## src/rtl/alu_cz_pkg.sv

```systemverilog
package alu_cz_pkg;

    localparam int OP_W = 3;

    typedef enum logic [OP_W-1:0] {
        OP_ADD  = 3'd0,
        OP_SUB  = 3'd1,
        OP_CMP  = 3'd2,
        OP_NOR  = 3'd3,
        OP_PASS = 3'd4,
        OP_INC  = 3'd5,
        OP_DEC  = 3'd6,
        OP_HOLD = 3'd7
    } alu_op_e;

    typedef enum logic [1:0] {
        SEL_SUM  = 2'd0,
        SEL_NOR  = 2'd1,
        SEL_PASS = 2'd2,
        SEL_A    = 2'd3
    } res_sel_e;

    // Control word produced by the decoder for one function code
    typedef struct packed {
        logic     wr;      // result write-back
        logic     upd_c;   // function owns carry
        logic     upd_z;   // function owns zero
        logic     zero_b;  // replace B by zero before the adder
        logic     inv_b;   // invert B before the adder
        logic     cin;     // adder carry in
        res_sel_e sel;     // result source
    } alu_ctl_t;

endpackage

```

## src/rtl/alu_cz_decode.sv

```systemverilog
module alu_cz_decode
    import alu_cz_pkg::*;
(
    input  logic [OP_W-1:0] op_i,
    output alu_ctl_t        ctl_o
);

    alu_ctl_t ctl_d;

    always_comb begin
        ctl_d = '{wr: 1'b1, upd_c: 1'b0, upd_z: 1'b1, zero_b: 1'b0,
                  inv_b: 1'b0, cin: 1'b0, sel: SEL_SUM};
        unique case (alu_op_e'(op_i))
            OP_ADD:  ctl_d.upd_c = 1'b1;
            OP_SUB: begin
                ctl_d.upd_c = 1'b1;
                ctl_d.inv_b = 1'b1;
                ctl_d.cin   = 1'b1;
            end
            OP_CMP: begin
                ctl_d.upd_c = 1'b1;
                ctl_d.inv_b = 1'b1;
                ctl_d.cin   = 1'b1;
                ctl_d.wr    = 1'b0;
            end
            OP_NOR:  ctl_d.sel = SEL_NOR;
            OP_PASS: ctl_d.sel = SEL_PASS;
            OP_INC: begin
                ctl_d.zero_b = 1'b1;
                ctl_d.cin    = 1'b1;
            end
            OP_DEC: begin
                // A + all-ones = A - 1
                ctl_d.zero_b = 1'b1;
                ctl_d.inv_b  = 1'b1;
            end
            OP_HOLD: begin
                ctl_d.wr    = 1'b0;
                ctl_d.upd_z = 1'b0;
                ctl_d.sel   = SEL_A;
            end
            default: ctl_d.wr = 1'b0;
        endcase
    end

    assign ctl_o = ctl_d;

endmodule

```

## src/rtl/alu_cz_adder.sv

```systemverilog
module alu_cz_adder #(
    parameter int WIDTH = 8
) (
    input  logic [WIDTH-1:0] a_i,
    input  logic [WIDTH-1:0] b_i,
    input  logic             cin_i,
    output logic [WIDTH-1:0] sum_o,
    output logic             cout_o
);

    logic [WIDTH:0] carry_d;

    assign carry_d[0] = cin_i;

    for (genvar i = 0; i < WIDTH; i++) begin : g_bit
        assign sum_o[i]       = a_i[i] ^ b_i[i] ^ carry_d[i];
        assign carry_d[i+1]   = (a_i[i] & b_i[i]) | (carry_d[i] & (a_i[i] ^ b_i[i]));
    end

    assign cout_o = carry_d[WIDTH];

endmodule

```

## src/rtl/alu_cz_flags.sv

```systemverilog
module alu_cz_flags #(
    parameter int WIDTH = 8
) (
    input  logic             upd_c_i,
    input  logic             upd_z_i,
    input  logic             cout_i,
    input  logic [WIDTH-1:0] res_i,
    input  logic             c_i,
    input  logic             z_i,
    output logic             c_o,
    output logic             z_o
);

    logic c_d, z_d;

    always_comb begin
        c_d = upd_c_i ? cout_i : c_i;
        z_d = upd_z_i ? ~|res_i : z_i;
    end

    assign c_o = c_d;
    assign z_o = z_d;

endmodule

```

## src/rtl/alu_cz.sv

```systemverilog
module alu_cz
    import alu_cz_pkg::*;
#(
    parameter int WIDTH = 8
) (
    input  logic [WIDTH-1:0] a_i,
    input  logic [WIDTH-1:0] b_i,
    input  logic [2:0]       op_i,
    input  logic             c_i,
    input  logic             z_i,
    output logic [WIDTH-1:0] res_o,
    output logic             wr_en_o,
    output logic             c_o,
    output logic             z_o
);

    alu_ctl_t         ctl;
    logic [WIDTH-1:0] b_add_d;
    logic [WIDTH-1:0] sum;
    logic             cout;
    logic [WIDTH-1:0] res_d;

    alu_cz_decode u_decode (
        .op_i  (op_i),
        .ctl_o (ctl)
    );

    // Operand conditioning: B, zero or their complement
    always_comb begin
        b_add_d = ctl.zero_b ? '0 : b_i;
        if (ctl.inv_b) b_add_d = ~b_add_d;
    end

    alu_cz_adder #(.WIDTH(WIDTH)) u_adder (
        .a_i    (a_i),
        .b_i    (b_add_d),
        .cin_i  (ctl.cin),
        .sum_o  (sum),
        .cout_o (cout)
    );

    always_comb begin
        unique case (ctl.sel)
            SEL_SUM:  res_d = sum;
            SEL_NOR:  res_d = ~(a_i | b_i);
            SEL_PASS: res_d = b_i;
            default:  res_d = a_i;
        endcase
    end

    alu_cz_flags #(.WIDTH(WIDTH)) u_flags (
        .upd_c_i (ctl.upd_c),
        .upd_z_i (ctl.upd_z),
        .cout_i  (cout),
        .res_i   (res_d),
        .c_i     (c_i),
        .z_i     (z_i),
        .c_o     (c_o),
        .z_o     (z_o)
    );

    assign res_o   = res_d;
    assign wr_en_o = ctl.wr;

    // Checks that relate decoder, adder and flag logic
    always_comb begin
        if (op_i == 3'd0)
            a_r1_add_carry: assert (c_o == (({1'b0, a_i} + {1'b0, b_i}) > {1'b0, {WIDTH{1'b1}}}));
        if (op_i == 3'd1 || op_i == 3'd2)
            a_r2_no_borrow: assert (c_o == (a_i >= b_i));
        if (op_i == 3'd2)
            a_r3_cmp_no_wb: assert (!wr_en_o);
        if (op_i >= 3'd3 && op_i <= 3'd6)
            a_r6_carry_kept: assert (c_o == c_i && wr_en_o);
        if (op_i != 3'd7)
            a_r7_zero_flag: assert (z_o == (res_o == '0));
        if (op_i == 3'd7)
            a_r8_hold: assert (c_o == c_i && z_o == z_i && !wr_en_o);
    end

endmodule

```

## config.mk

```make
export PLATFORM = sky130hd
export DESIGN_NAME = alu_cz
export DESIGN_NICKNAME = d
export VERILOG_FILES = /design/src/rtl/alu_cz_pkg.sv /design/src/rtl/alu_cz_decode.sv /design/src/rtl/alu_cz_adder.sv /design/src/rtl/alu_cz_flags.sv /design/src/rtl/alu_cz.sv
export SDC_FILE = /design/constraint.sdc
export NUM_CORES = 1
export LEC_CHECK = 0
export CAP_MARGIN = 20
export CORE_UTILIZATION = 45
export DETAILED_ROUTE_END_ITERATION = 10
export GPL_ROUTABILITY_DRIVEN = 0
export PLACE_DENSITY = 0.78
export SYNTH_ARGS = -nofsm -noshare
export SYNTH_HDL_FRONTEND = slang
export SYNTH_SLANG_ARGS = --single-unit
```

## constraint.sdc

```tcl
create_clock -name vclk -period 9.4
set_clock_uncertainty 0.2 [all_clocks]
set_input_delay 1.88 -clock vclk [all_inputs]
set_output_delay 1.88 -clock vclk [all_outputs]
set_load 0.01 [all_outputs]
```

======== After elaboration in Yosys (flattened, before gate mapping) ========
Index checks and enable logic that the tools add are counted.
cells by class
  eq/ne operators ......................... 9
  muxes and demuxes ....................... 11
  bitwise gates (word level) .............. 43
  reductions and logical operators ........ 9
operators by type and width
  kind                  count
  $pmux W8 S3           1
  $and A1 B1 Y1         16
  $mux W8               2
  $not A8 Y8            2
  $xor A1 B1 Y1         16
  $eq A3 B3 Y1 const B  4
  $reduce_or A3 Y1      3
  $or A1 B1 Y1          8
  $or A8 B8 Y8          1
  $reduce_or A8 Y1      1
  $mux W1               7
  $eq A3 B2 Y1 const B  2
  $pmux W2 S3           1
  $reduce_or A2 Y1      2
  $eq A3 B1 Y1 const B  1
  $logic_not A3 Y1      1
  $eq A2 B1 Y1 const B  1
  $eq A2 B2 Y1 const B  1
  $logic_not A2 Y1      1
  $logic_not A1 Y1      1
storage, ports and cells
  register bits after elaboration ......... 0
  input bits .............................. 21
  output and inout bits ................... 11
  word-level logic and storage cells ...... 72

======== Depth between registers and ports, before layout ========
Gate-level depths: netlist of run 1.
  depth after elaboration ................. 26
  mapped depth ............................ 23
  gate-level depth less buffers ........... 19

======== By module ========
From an unflattened synthesis of run 1, not the netlist that was laid out.
unflattened totals
  cell total of the unflattened synthesis .. 96
  area, all modules ....................... 758.2 um2
modules (own cells, without submodules)
  module         times used  cells an instance  area each (um2)
  alu_cz         1           61                 437.9
  alu_cz_adder   1           18                 197.7
  alu_cz_decode  1           11                 73.8
  alu_cz_flags   1           6                  48.8

======== Worst setup path after synthesis of run 1 ========
Ideal clock, no wire load.
  kind .................................... input to output
  start ................................... input op_i[1]
  end ..................................... output z_o
  arrival ................................. 6.823 ns
  required time ........................... 7.320 ns
  setup slack ............................. 0.497 ns
  cell stages on the path ................. 23
  buffers on the path ..................... 4
  path through ............................ buf_2 buf_2 clkbuf_1 clkbuf_1 nand2_1 o21ai_0 nand2_1 o21ai_0 fa_1 fa_1 fa_1 fa_1 fa_1 inv_1 fa_1 inv_1 fa_1 inv_1 fa_1 a21oi_1 or3_1 or4_1 o41ai_2
on the way
  longest elaborated chain between the ends .. 26
ends and longest elaborated chain
  item                        RTL line             RTL
  from (decl)                 alu_cz.sv:8          input logic [2:0] op_i,
  $eq A3 B3 Y1                alu_cz_decode.sv:13  unique case (alu_op_e'(op_i))
  $reduce_or A2 Y1 (no line)  -
  $mux W1                     alu_cz_decode.sv:13
  $mux W8                     alu_cz.sv:30         b_add_d = ctl.zero_b ? '0 : b_i;
  $not A8 Y8                  alu_cz.sv:31         if (ctl.inv_b) b_add_d = ~b_add_d;
  $mux W8                     alu_cz.sv:31
  $xor A1 B1 Y1               alu_cz_adder.sv:17   assign carry_d[i+1] = (a_i[i] & b_i[i]) | (carry_d[i] & (a_i[i] ^ b_i[i]));
  $and A1 B1 Y1               alu_cz_adder.sv:17
  [11 not listed]             -
  $and A1 B1 Y1               alu_cz_adder.sv:17
  $or A1 B1 Y1                alu_cz_adder.sv:17
  $xor A1 B1 Y1               alu_cz_adder.sv:16   assign sum_o[i] = a_i[i] ^ b_i[i] ^ carry_d[i];
  $pmux W8 S3 (*)             alu_cz.sv:43         unique case (ctl.sel)
  net res_o[7]                alu_cz.sv:11         output logic [WIDTH-1:0] res_o,
  $reduce_or A8 Y1 (*)        alu_cz_flags.sv:18   z_d = upd_z_i ? ~|res_i : z_i;
  $logic_not A1 Y1 (*)        alu_cz_flags.sv:18
  $mux W1 (*)                 alu_cz_flags.sv:18
  to (decl)                   alu_cz.sv:14         output logic z_o
The timed path passes the listed nets; every way through them passes the cells marked *.

======== Worst setup path after layout of run 1 ========
  start ................................... input b_i[0]
  end ..................................... output z_o
on the way
  longest elaborated chain between the ends .. 23
ends and longest elaborated chain
  item                  RTL line                                RTL
  from (decl)           alu_cz.sv:7                             input logic [WIDTH-1:0] b_i,
  $mux W8               alu_cz.sv:30
  $not A8 Y8            alu_cz.sv:31
  $mux W8               alu_cz.sv:31
  $xor A1 B1 Y1         alu_cz_adder.sv:16, alu_cz_adder.sv:17
  $and A1 B1 Y1         alu_cz_adder.sv:17
  $or A1 B1 Y1          alu_cz_adder.sv:17
  $and A1 B1 Y1         alu_cz_adder.sv:17
  $or A1 B1 Y1          alu_cz_adder.sv:17
  [7 not listed]        -
  $or A1 B1 Y1          alu_cz_adder.sv:17
  $and A1 B1 Y1         alu_cz_adder.sv:17
  $or A1 B1 Y1          alu_cz_adder.sv:17
  $xor A1 B1 Y1         alu_cz_adder.sv:16
  $pmux W8 S3 (*)       alu_cz.sv:43
  $reduce_or A8 Y1 (*)  alu_cz_flags.sv:18
  $logic_not A1 Y1 (*)  alu_cz_flags.sv:18
  $mux W1 (*)           alu_cz_flags.sv:18
Every way passes the cells marked *; elsewhere a longest branch is shown, timed or not.

==> flow_summary.html, run 1 <==
<table>
<tr><th>Metric</th><th>Value</th></tr>
<tr><th colspan="2">Final layout</th></tr>
<tr><td>Share of cells above drive strength 1</td><td>a little under a tenth</td></tr>
<tr><td>Non-filler instance count after layout</td><td>194</td></tr>
<tr><td>Number of clock buffers in the layout</td><td>0</td></tr>
<tr><td>Synth-to-layout area growth</td><td>42.7%</td></tr>
<tr><td>Most frequent standard cell in the layout excluding fill and tap cells</td><td>clkdlybuf4s50_1</td></tr>
<tr><td>Flip-flop and latch count</td><td>0</td></tr>
<tr><td>Nets</td><td>200</td></tr>
<tr><td>Number of antenna cells inserted</td><td>0</td></tr>
<tr><td>Core Util, Final</td><td>a little over two thirds</td></tr>
<tr><td>Commonest cells after routing, fill and taps aside</td><td>31 x clkdlybuf4s50_1, 29 x o21ai_0, 21 x nand2_1</td></tr>
<tr><td>Sequential cell area in the final layout</td><td>0 µm²</td></tr>
<tr><th colspan="2">Critical path</th></tr>
<tr><td>Required time at the endpoint of the critical path</td><td>about 7300 ps</td></tr>
<tr><td>Highest net fanout along the worst path</td><td>6</td></tr>
<tr><td>CP Class</td><td>in -&gt; out</td></tr>
<tr><td>Slowest cell on the critical path</td><td>clkdlybuf4s50_1</td></tr>
<tr><td>Worst stage delay on the critical path</td><td>around 600 ps</td></tr>
<tr><td>Endpoint type of the worst setup path</td><td>output port</td></tr>
<tr><td>Cell occurring most often along the worst timing path</td><td>fa_1</td></tr>
<tr><td>Startpoint types</td><td>input pin</td></tr>
<tr><td>Critical path arrival</td><td>between 7000 and 8000 ps</td></tr>
<tr><td>Worst setup path startpoint</td><td>b_i[0]</td></tr>
<tr><td>CP cell instances</td><td>clkdlybuf4s50_1 &gt; o21ai_0 &gt; nand2_1 &gt; o21ai_0 &gt; fa_1 &gt; fa_1 &gt; fa_1 &gt; fa_1 &gt; fa_1 &gt; inv_1 &gt; fa_1 &gt; inv_1 &gt; fa_1 &gt; or3b_1 &gt; o31ai_1 &gt; nor3_1 &gt; or4_1 &gt; o41ai_2 &gt; clkbuf_2</td></tr>
<tr><th colspan="2">Drt</th></tr>
<tr><td>TritonRoute pass-1 iters</td><td>4</td></tr>
<tr><td>Total length of routed wires</td><td>around 2.6 mm</td></tr>
<tr><td>Per-cell routed wire length</td><td>13.2 µm</td></tr>
<tr><td>Count of unresolved DRC violations after routing</td><td>0</td></tr>
<tr><td>Via density per instance</td><td>a little under 6</td></tr>
<tr><td>Starting DRT DRC Count</td><td>25</td></tr>
<tr><td>Total number of vias</td><td>around 1.1k</td></tr>
<tr><td>Remaining number of nets flagged by the antenna check after routing</td><td>0</td></tr>
<tr><th colspan="2">Die</th></tr>
<tr><td>Die Y</td><td>about 46 µm</td></tr>
<tr><td>Starting Density</td><td>between 40% and 50%</td></tr>
<tr><td>Ports placed on the boundary</td><td>32</td></tr>
<tr><td>Die X</td><td>46.0 µm</td></tr>
<tr><td>Std-Cell Core Area</td><td>1760 µm²</td></tr>
<tr><td>Die outline area</td><td>2110 µm²</td></tr>
<tr><td>Standard-cell row count</td><td>15</td></tr>
<tr><th colspan="2">Yosys</th></tr>
<tr><td>Total standard cell area after synthesis</td><td>870 µm²</td></tr>
<tr><td>Warning count from the yosys run</td><td>0</td></tr>
<tr><td>Post-synthesis net count</td><td>168</td></tr>
<tr><td>Instance count of the mapped netlist</td><td>between 100 and 150</td></tr>
<tr><td>Cell variety after synth</td><td>32</td></tr>
<tr><td>Sequential-to-total area share from yosys stat</td><td>0%</td></tr>
<tr><td>Mean Syn Cell Area</td><td>6.26 µm²</td></tr>
<tr><th colspan="2">Timing</th></tr>
<tr><td>Number of endpoints failing setup at the final stage</td><td>0</td></tr>
<tr><td>Peak Freq</td><td>110 MHz</td></tr>
<tr><td>Final hold viol count</td><td>0</td></tr>
<tr><td>Rel. slew slack</td><td>around four fifths</td></tr>
<tr><td>Period minus WS final</td><td>9100 ps</td></tr>
<tr><td>Unrepaired setup endpoints after global routing</td><td>false</td></tr>
<tr><td>Post-route fraction of the period consumed by the critical path</td><td>96.8%</td></tr>
<tr><td>Final Slew Violations</td><td>0</td></tr>
<tr><td>Setup_tns</td><td>0 ps</td></tr>
<tr><td>Worst slew pin tran</td><td>slightly above 300 ps</td></tr>
<tr><th colspan="2">Power</th></tr>
<tr><td>Leak Pwr</td><td>around 0.00046 µW</td></tr>
<tr><td>Power density of the placed cells</td><td>69.5 nW/µm²</td></tr>
<tr><td>Peak VDD IR</td><td>between 0.00003 and 0.00004 V</td></tr>
<tr><th colspan="2">Global route</th></tr>
<tr><td>Gr busiest metal</td><td>met2</td></tr>
<tr><td>Global-route congestion overflow total</td><td>0</td></tr>
<tr><td>First-pass GRT wire length</td><td>4.14 mm</td></tr>
<tr><td>Met3 Track Usage GR</td><td>less than 1%</td></tr>
<tr><td>Met1 Use GR</td><td>about two fifths</td></tr>
<tr><td>Grt met2 use</td><td>around two fifths</td></tr>
<tr><td>GRT Overall Usage</td><td>between 20% and 30%</td></tr>
<tr><td>Number of antenna violations at the first check in global routing</td><td>0</td></tr>
<tr><td>Vias in the first global route</td><td>~920</td></tr>
<tr><td>Maximum number of pins on one net before global-route repair</td><td>29</td></tr>
<tr><th colspan="2">Min path</th></tr>
<tr><td>Number of instances on the worst hold path</td><td>4</td></tr>
<tr><td>Hold EP</td><td>z_o</td></tr>
<tr><td>Beginning of the worst hold path</td><td>z_i</td></tr>
<tr><td>Hold Crit Class</td><td>in -&gt; out</td></tr>
<tr><th colspan="2">Place</th></tr>
<tr><td>Hpwl dp</td><td>1.99 mm</td></tr>
<tr><td>Cell total after placement</td><td>194</td></tr>
<tr><td>Count of port buffers added during placement</td><td>32</td></tr>
<tr><th colspan="2">Run</th></tr>
<tr><td>Max_cap viols</td><td>0</td></tr>
<tr><th colspan="2">Clocking</th></tr>
<tr><td>Hold buffers post-CTS</td><td>0</td></tr>
<tr><th colspan="2">Status</th></tr>
<tr><td>Result of the run</td><td>completed</td></tr>
</table>
what timing repair did:
item / CTS / global route
buffers inserted: 0 / 0
endpoints found under the setup margin: 1 / 1
resized for setup: 1 / 2
hold endpoints to repair: 0 / 0
cells in the mapped netlist (all sizes together), types with 2 or more instances:
library cell	instances	share of area, %
nand4	3	2.2
fa	8	18
nor2	6	2.6
nand2	21	9.1
o21ai	30	17
inv	5	2.2
nor4	2	1.4
nand3	5	2.9
nor3	2	1.2
a21oi	8	4.6
or2	2	1.4
or3b	2	2.0
nor3b	3	2.6
clkbuf	8	3.5
or4	5	4.3
a31oi	4	2.9
o31ai	2	1.7
buf	4	2.3
o21a	2	1.7
nand2b	6	5.2
o211ai	2	1.7
or3	2	1.4
layer usage:
metal  up-vias  routed length [µm]
li1        566                   -
met1       520                1190
met2        40                1240
met3         2                 125
met4         0                   6
met5         -                   0
report_power, final:
group | switching, µW | internal (µW) | total, µW
sequential | 0 | 0 | 0
combinational | 41.7 | 44.6 | 86.2
clock | 0 | 0 | 0
how the worst max path moves through the flow:
stage | depth (start not counted) | endpoint | slack [ps]
2_1_floorplan | 23 | z_o | 500
3_3_place_gp | 20 | z_o | 20
3_5_place_dp | 19 | z_o | -70
4_1_cts | 21 | z_o | 210
5_1_grt | 21 | z_o | 30
6_report | 19 | z_o | 300
worst max-delay path, delay by kind of cell:
family	cells	cell delay (ps)
compound gates	4	560
simple gates	4	1120
fa+ha+maj	7	2560
buf+inv	4	890
cells by family (layout without fill, tap and decap cells):
logic type,Yosys count,count (layout),synth area share (%)
AND/OR/NAND/NOR,63,63,39.9
buffers and inverters,17,47,7.91
adder cells (fa/ha/maj),8,8,18.4
XOR/XNOR,2,2,2.01
AO/OA/AOI/OAI,49,49,31.8
stage by stage:
step           worst slack [ps]  hold slack (ps)  total power, µW  area [µm²]
2_1_floorplan               497             3710             44.6         870
3_3_place_gp               23.2             4560             84.2        1250
3_5_place_dp              -71.1             4560             85.8        1250
4_1_cts                     213             4400             85.9        1240
5_1_grt                    31.9             4270             95.5        1240
6_report                    298             4240             86.2        1240
final cells by class:
cell class / count / area (µm²)
fillers: 176 / 523
inverters: 5 / 18.8
multi-input cells: 122 / 801
well taps: 25 / 31.3
repair buffers: 42 / 390
Power figures use the tool's default switching activity.
==> run 2: changes to the inputs <==
--- a/config.mk
+++ b/config.mk
@@ -8,8 +8,9 @@
 export CAP_MARGIN = 20
 export CORE_UTILIZATION = 45
 export DETAILED_ROUTE_END_ITERATION = 10
+export DONT_BUFFER_PORTS = 1
 export GPL_ROUTABILITY_DRIVEN = 0
-export PLACE_DENSITY = 0.78
+export PLACE_DENSITY = 0.57
 export SYNTH_ARGS = -nofsm -noshare
 export SYNTH_HDL_FRONTEND = slang
 export SYNTH_SLANG_ARGS = --single-unit
==> run 2 against run 1 <==
Via count fell by 17%. Sequential share of layout area did not move. Total power fell by 43%. Core utilization fell by 22 points. Count of clock-buffer cells in the layout did not move. Design area fell by 31%. Sequential cell count did not move. Final cell count fell by 21%. Global-route usage fell by 1.5 points.
==> flow_summary.html, run 2 (same netlist as run 1, synthesis figures left out) <==
<table>
<tr><th>Metric</th><th>Value</th></tr>
<tr><th colspan="2">Status</th></tr>
<tr><td>Result of the run</td><td>completed (unchanged)</td></tr>
<tr><th colspan="2">Critical path</th></tr>
<tr><td>Slowest cell on the critical path</td><td>or4_1 (was clkdlybuf4s50_1)</td></tr>
<tr><td>Cell occurring most often along the worst timing path</td><td>fa_1 (unchanged)</td></tr>
<tr><td>Critical path arrival</td><td>6530 ps (was 7020 ps)</td></tr>
<tr><td>Number of buffer and inverter stages on the critical path</td><td>2 (was 4)</td></tr>
<tr><td>Highest net fanout along the worst path</td><td>45 (was 6)</td></tr>
<tr><td>Worst stage delay on the critical path</td><td>570 ps (was 590 ps)</td></tr>
<tr><td>CP cell instances</td><td>or2_2 &gt; o21ai_0 &gt; nand2_1 &gt; o21ai_0 &gt; fa_1 &gt; fa_1 &gt; fa_1 &gt; fa_1 &gt; fa_1 &gt; inv_1 &gt; fa_1 &gt; inv_1 &gt; fa_1 &gt; or3b_1 &gt; o31ai_1 &gt; nor3_1 &gt; or4_1 &gt; o41ai_2 (was clkdlybuf4s50_1 &gt; o21ai_0 &gt; nand2_1 &gt; o21ai_0 &gt; fa_1 &gt; fa_1 &gt; fa_1 &gt; fa_1 &gt; fa_1 &gt; inv_1 &gt; fa_1 &gt; inv_1 &gt; fa_1 &gt; or3b_1 &gt; o31ai_1 &gt; nor3_1 &gt; or4_1 &gt; o41ai_2 &gt; clkbuf_2)</td></tr>
<tr><td>Top Family by Delay on Critical Path</td><td>adder cells (unchanged)</td></tr>
<tr><td>Startpoint types</td><td>input pin (unchanged)</td></tr>
<tr><td>Required time at the endpoint of the critical path</td><td>7320 ps (about the same)</td></tr>
<tr><td>CP Class</td><td>in -&gt; out (unchanged)</td></tr>
<tr><td>Endpoint type of the worst setup path</td><td>output port (unchanged)</td></tr>
<tr><th colspan="2">Run</th></tr>
<tr><td>Max_cap viols</td><td>0 (unchanged)</td></tr>
<tr><th colspan="2">Final layout</th></tr>
<tr><td>Core Util, Final</td><td>48.7% (was 70.4%)</td></tr>
<tr><td>Footprint of the multi-input gates</td><td>801 µm² (unchanged)</td></tr>
<tr><td>Number of filler instances in the final layout</td><td>208 (was 176)</td></tr>
<tr><td>Synth-to-layout area growth</td><td>-1.29% (was 42.7%)</td></tr>
<tr><td>Share of cells above drive strength 1</td><td>4.69% (was 9.47%)</td></tr>
<tr><td>Commonest cells after routing, fill and taps aside</td><td>29 x o21ai_0, 21 x nand2_1, 8 x a21oi_1, 8 x fa_1, 6 x nor2_1 (was 31 x clkdlybuf4s50_1, 29 x o21ai_0, 21 x nand2_1)</td></tr>
<tr><td>Number of clock buffers in the layout</td><td>0 (unchanged)</td></tr>
<tr><td>Most frequent standard cell in the layout excluding fill and tap cells</td><td>o21ai_0 (was clkdlybuf4s50_1)</td></tr>
<tr><td>Nets</td><td>159 (was 200)</td></tr>
<tr><td>Number of antenna cells inserted</td><td>0 (unchanged)</td></tr>
<tr><td>Sequential cell area in the final layout</td><td>0 µm² (unchanged)</td></tr>
<tr><td>Flip-flop and latch count</td><td>0 (unchanged)</td></tr>
<tr><th colspan="2">Die</th></tr>
<tr><td>Std-Cell Core Area</td><td>1760 µm² (unchanged)</td></tr>
<tr><td>Die Y</td><td>46.0 µm (unchanged)</td></tr>
<tr><td>Die X</td><td>46.0 µm (unchanged)</td></tr>
<tr><td>Ports placed on the boundary</td><td>32 (unchanged)</td></tr>
<tr><td>Die outline area</td><td>2110 µm² (unchanged)</td></tr>
<tr><td>Standard-cell row count</td><td>15 (unchanged)</td></tr>
<tr><td>Starting Density</td><td>49.3% (unchanged)</td></tr>
<tr><th colspan="2">Timing</th></tr>
<tr><td>Minimum setup slack in the final design</td><td>793 ps (was 298 ps)</td></tr>
<tr><td>Final Slew Violations</td><td>0 (unchanged)</td></tr>
<tr><td>Unrepaired setup endpoints after global routing</td><td>false (unchanged)</td></tr>
<tr><td>Post-route fraction of the period consumed by the critical path</td><td>91.6% (was 96.8%)</td></tr>
<tr><td>Hold slack</td><td>3700 ps (was 4240 ps)</td></tr>
<tr><td>Number of endpoints failing setup at the final stage</td><td>0 (unchanged)</td></tr>
<tr><td>Peak Freq</td><td>116 MHz (was 110 MHz)</td></tr>
<tr><td>Setup_tns</td><td>0 ps (unchanged)</td></tr>
<tr><td>Final hold viol count</td><td>0 (unchanged)</td></tr>
<tr><td>Worst slew pin tran</td><td>375 ps (was 310 ps)</td></tr>
<tr><td>Rel. slew slack</td><td>74.7% (was 79.1%)</td></tr>
<tr><td>Period minus WS final</td><td>8610 ps (was 9100 ps)</td></tr>
<tr><th colspan="2">Drt</th></tr>
<tr><td>Remaining number of nets flagged by the antenna check after routing</td><td>0 (unchanged)</td></tr>
<tr><td>Via density per instance</td><td>6.15 (was 5.81)</td></tr>
<tr><td>Per-cell routed wire length</td><td>15.6 µm (was 13.2 µm)</td></tr>
<tr><td>Total number of vias</td><td>941 (was 1128)</td></tr>
<tr><td>Total length of routed wires</td><td>2.39 mm (was 2.56 mm)</td></tr>
<tr><td>Starting DRT DRC Count</td><td>26 (was 25)</td></tr>
<tr><td>Count of unresolved DRC violations after routing</td><td>0 (unchanged)</td></tr>
<tr><td>TritonRoute pass-1 iters</td><td>4 (unchanged)</td></tr>
<tr><th colspan="2">Global route</th></tr>
<tr><td>First-pass GRT wire length</td><td>3.84 mm (was 4.14 mm)</td></tr>
<tr><td>Vias in the first global route</td><td>853 (was 919)</td></tr>
<tr><td>GRT Overall Usage</td><td>24.5% (was 25.9%)</td></tr>
<tr><td>Number of antenna violations at the first check in global routing</td><td>0 (unchanged)</td></tr>
<tr><td>Maximum number of pins on one net before global-route repair</td><td>46 (was 29)</td></tr>
<tr><td>Global-route congestion overflow total</td><td>0 (unchanged)</td></tr>
<tr><th colspan="2">Min path</th></tr>
<tr><td>Hold Crit Class</td><td>in -&gt; out (unchanged)</td></tr>
<tr><th colspan="2">Power</th></tr>
<tr><td>Leak Pwr</td><td>0.000296 µW (was 0.000464 µW)</td></tr>
<tr><td>Peak VDD IR</td><td>0.0000213 V (was 0.0000378 V)</td></tr>
<tr><td>Power density of the placed cells</td><td>57.2 nW/µm² (was 69.5 nW/µm²)</td></tr>
<tr><th colspan="2">Place</th></tr>
<tr><td>Hpwl dp</td><td>1.81 mm (was 1.99 mm)</td></tr>
<tr><td>Worst slack after detailed placement</td><td>766 ps (was -71.1 ps)</td></tr>
<tr><td>Count of port buffers added during placement</td><td>0 (was 32)</td></tr>
<tr><th colspan="2">Clocking</th></tr>
<tr><td>Hold buffers post-CTS</td><td>0 (unchanged)</td></tr>
<tr><td>Number of setup buffers added after CTS</td><td>0 (unchanged)</td></tr>
<tr><td>CTS-repair resized insts</td><td>0 (was 1)</td></tr>
</table>
## run 2: final timing paths
path      end  startpoint  cells past startpoint
min   wr_en_o     op_i[1]                      1
max       z_o     op_i[1]                     18
## run 2: layer usage
layer  track usage, %  vias to the layer above  share of wire [%]
met5                0                        -                  0
met4             2.94                        0                  0
met3             2.78                        0                5.3
li1                 -                      480                  -
met1             35.5                      439                 45
met2             39.7                       22                 49
## run 2: per-stage QoR
step	instances	power (µW)	area, µm²
6_report	153	49.1	858
2_1_floorplan	139	44.6	870
3_5_place_dp	153	49.4	858
4_1_cts	153	49.7	858
3_3_place_gp	153	47.6	858
5_1_grt	153	55.4	858
## run 2: layout make-up
type,count,share of cell area (%)
Multi-Input combinational cell,122,93.3
Tap cell,25,3.64
Inverter,5,2.19
Timing Repair Buffer,1,0.875
## run 2: where the power goes
part / total [µW] / switching (µW) / internal [µW]
Combinational: 49.1 / 28.8 / 20.2
Clock: 0 / 0 / 0
Sequential: 0 / 0 / 0
Total: 49.1 / 28.8 / 20.2
==> run 3: changes to the inputs <==
--- a/config.mk
+++ b/config.mk
@@ -5,7 +5,7 @@
 export SDC_FILE = /design/constraint.sdc
 export NUM_CORES = 1
 export LEC_CHECK = 0
-export CAP_MARGIN = 20
+export CAP_MARGIN = 15
 export CORE_UTILIZATION = 45
 export DETAILED_ROUTE_END_ITERATION = 10
 export DONT_BUFFER_PORTS = 1
==> results of run 3 <==
Same layout as run 2: the final DEF is identical, and so are final timing and power.
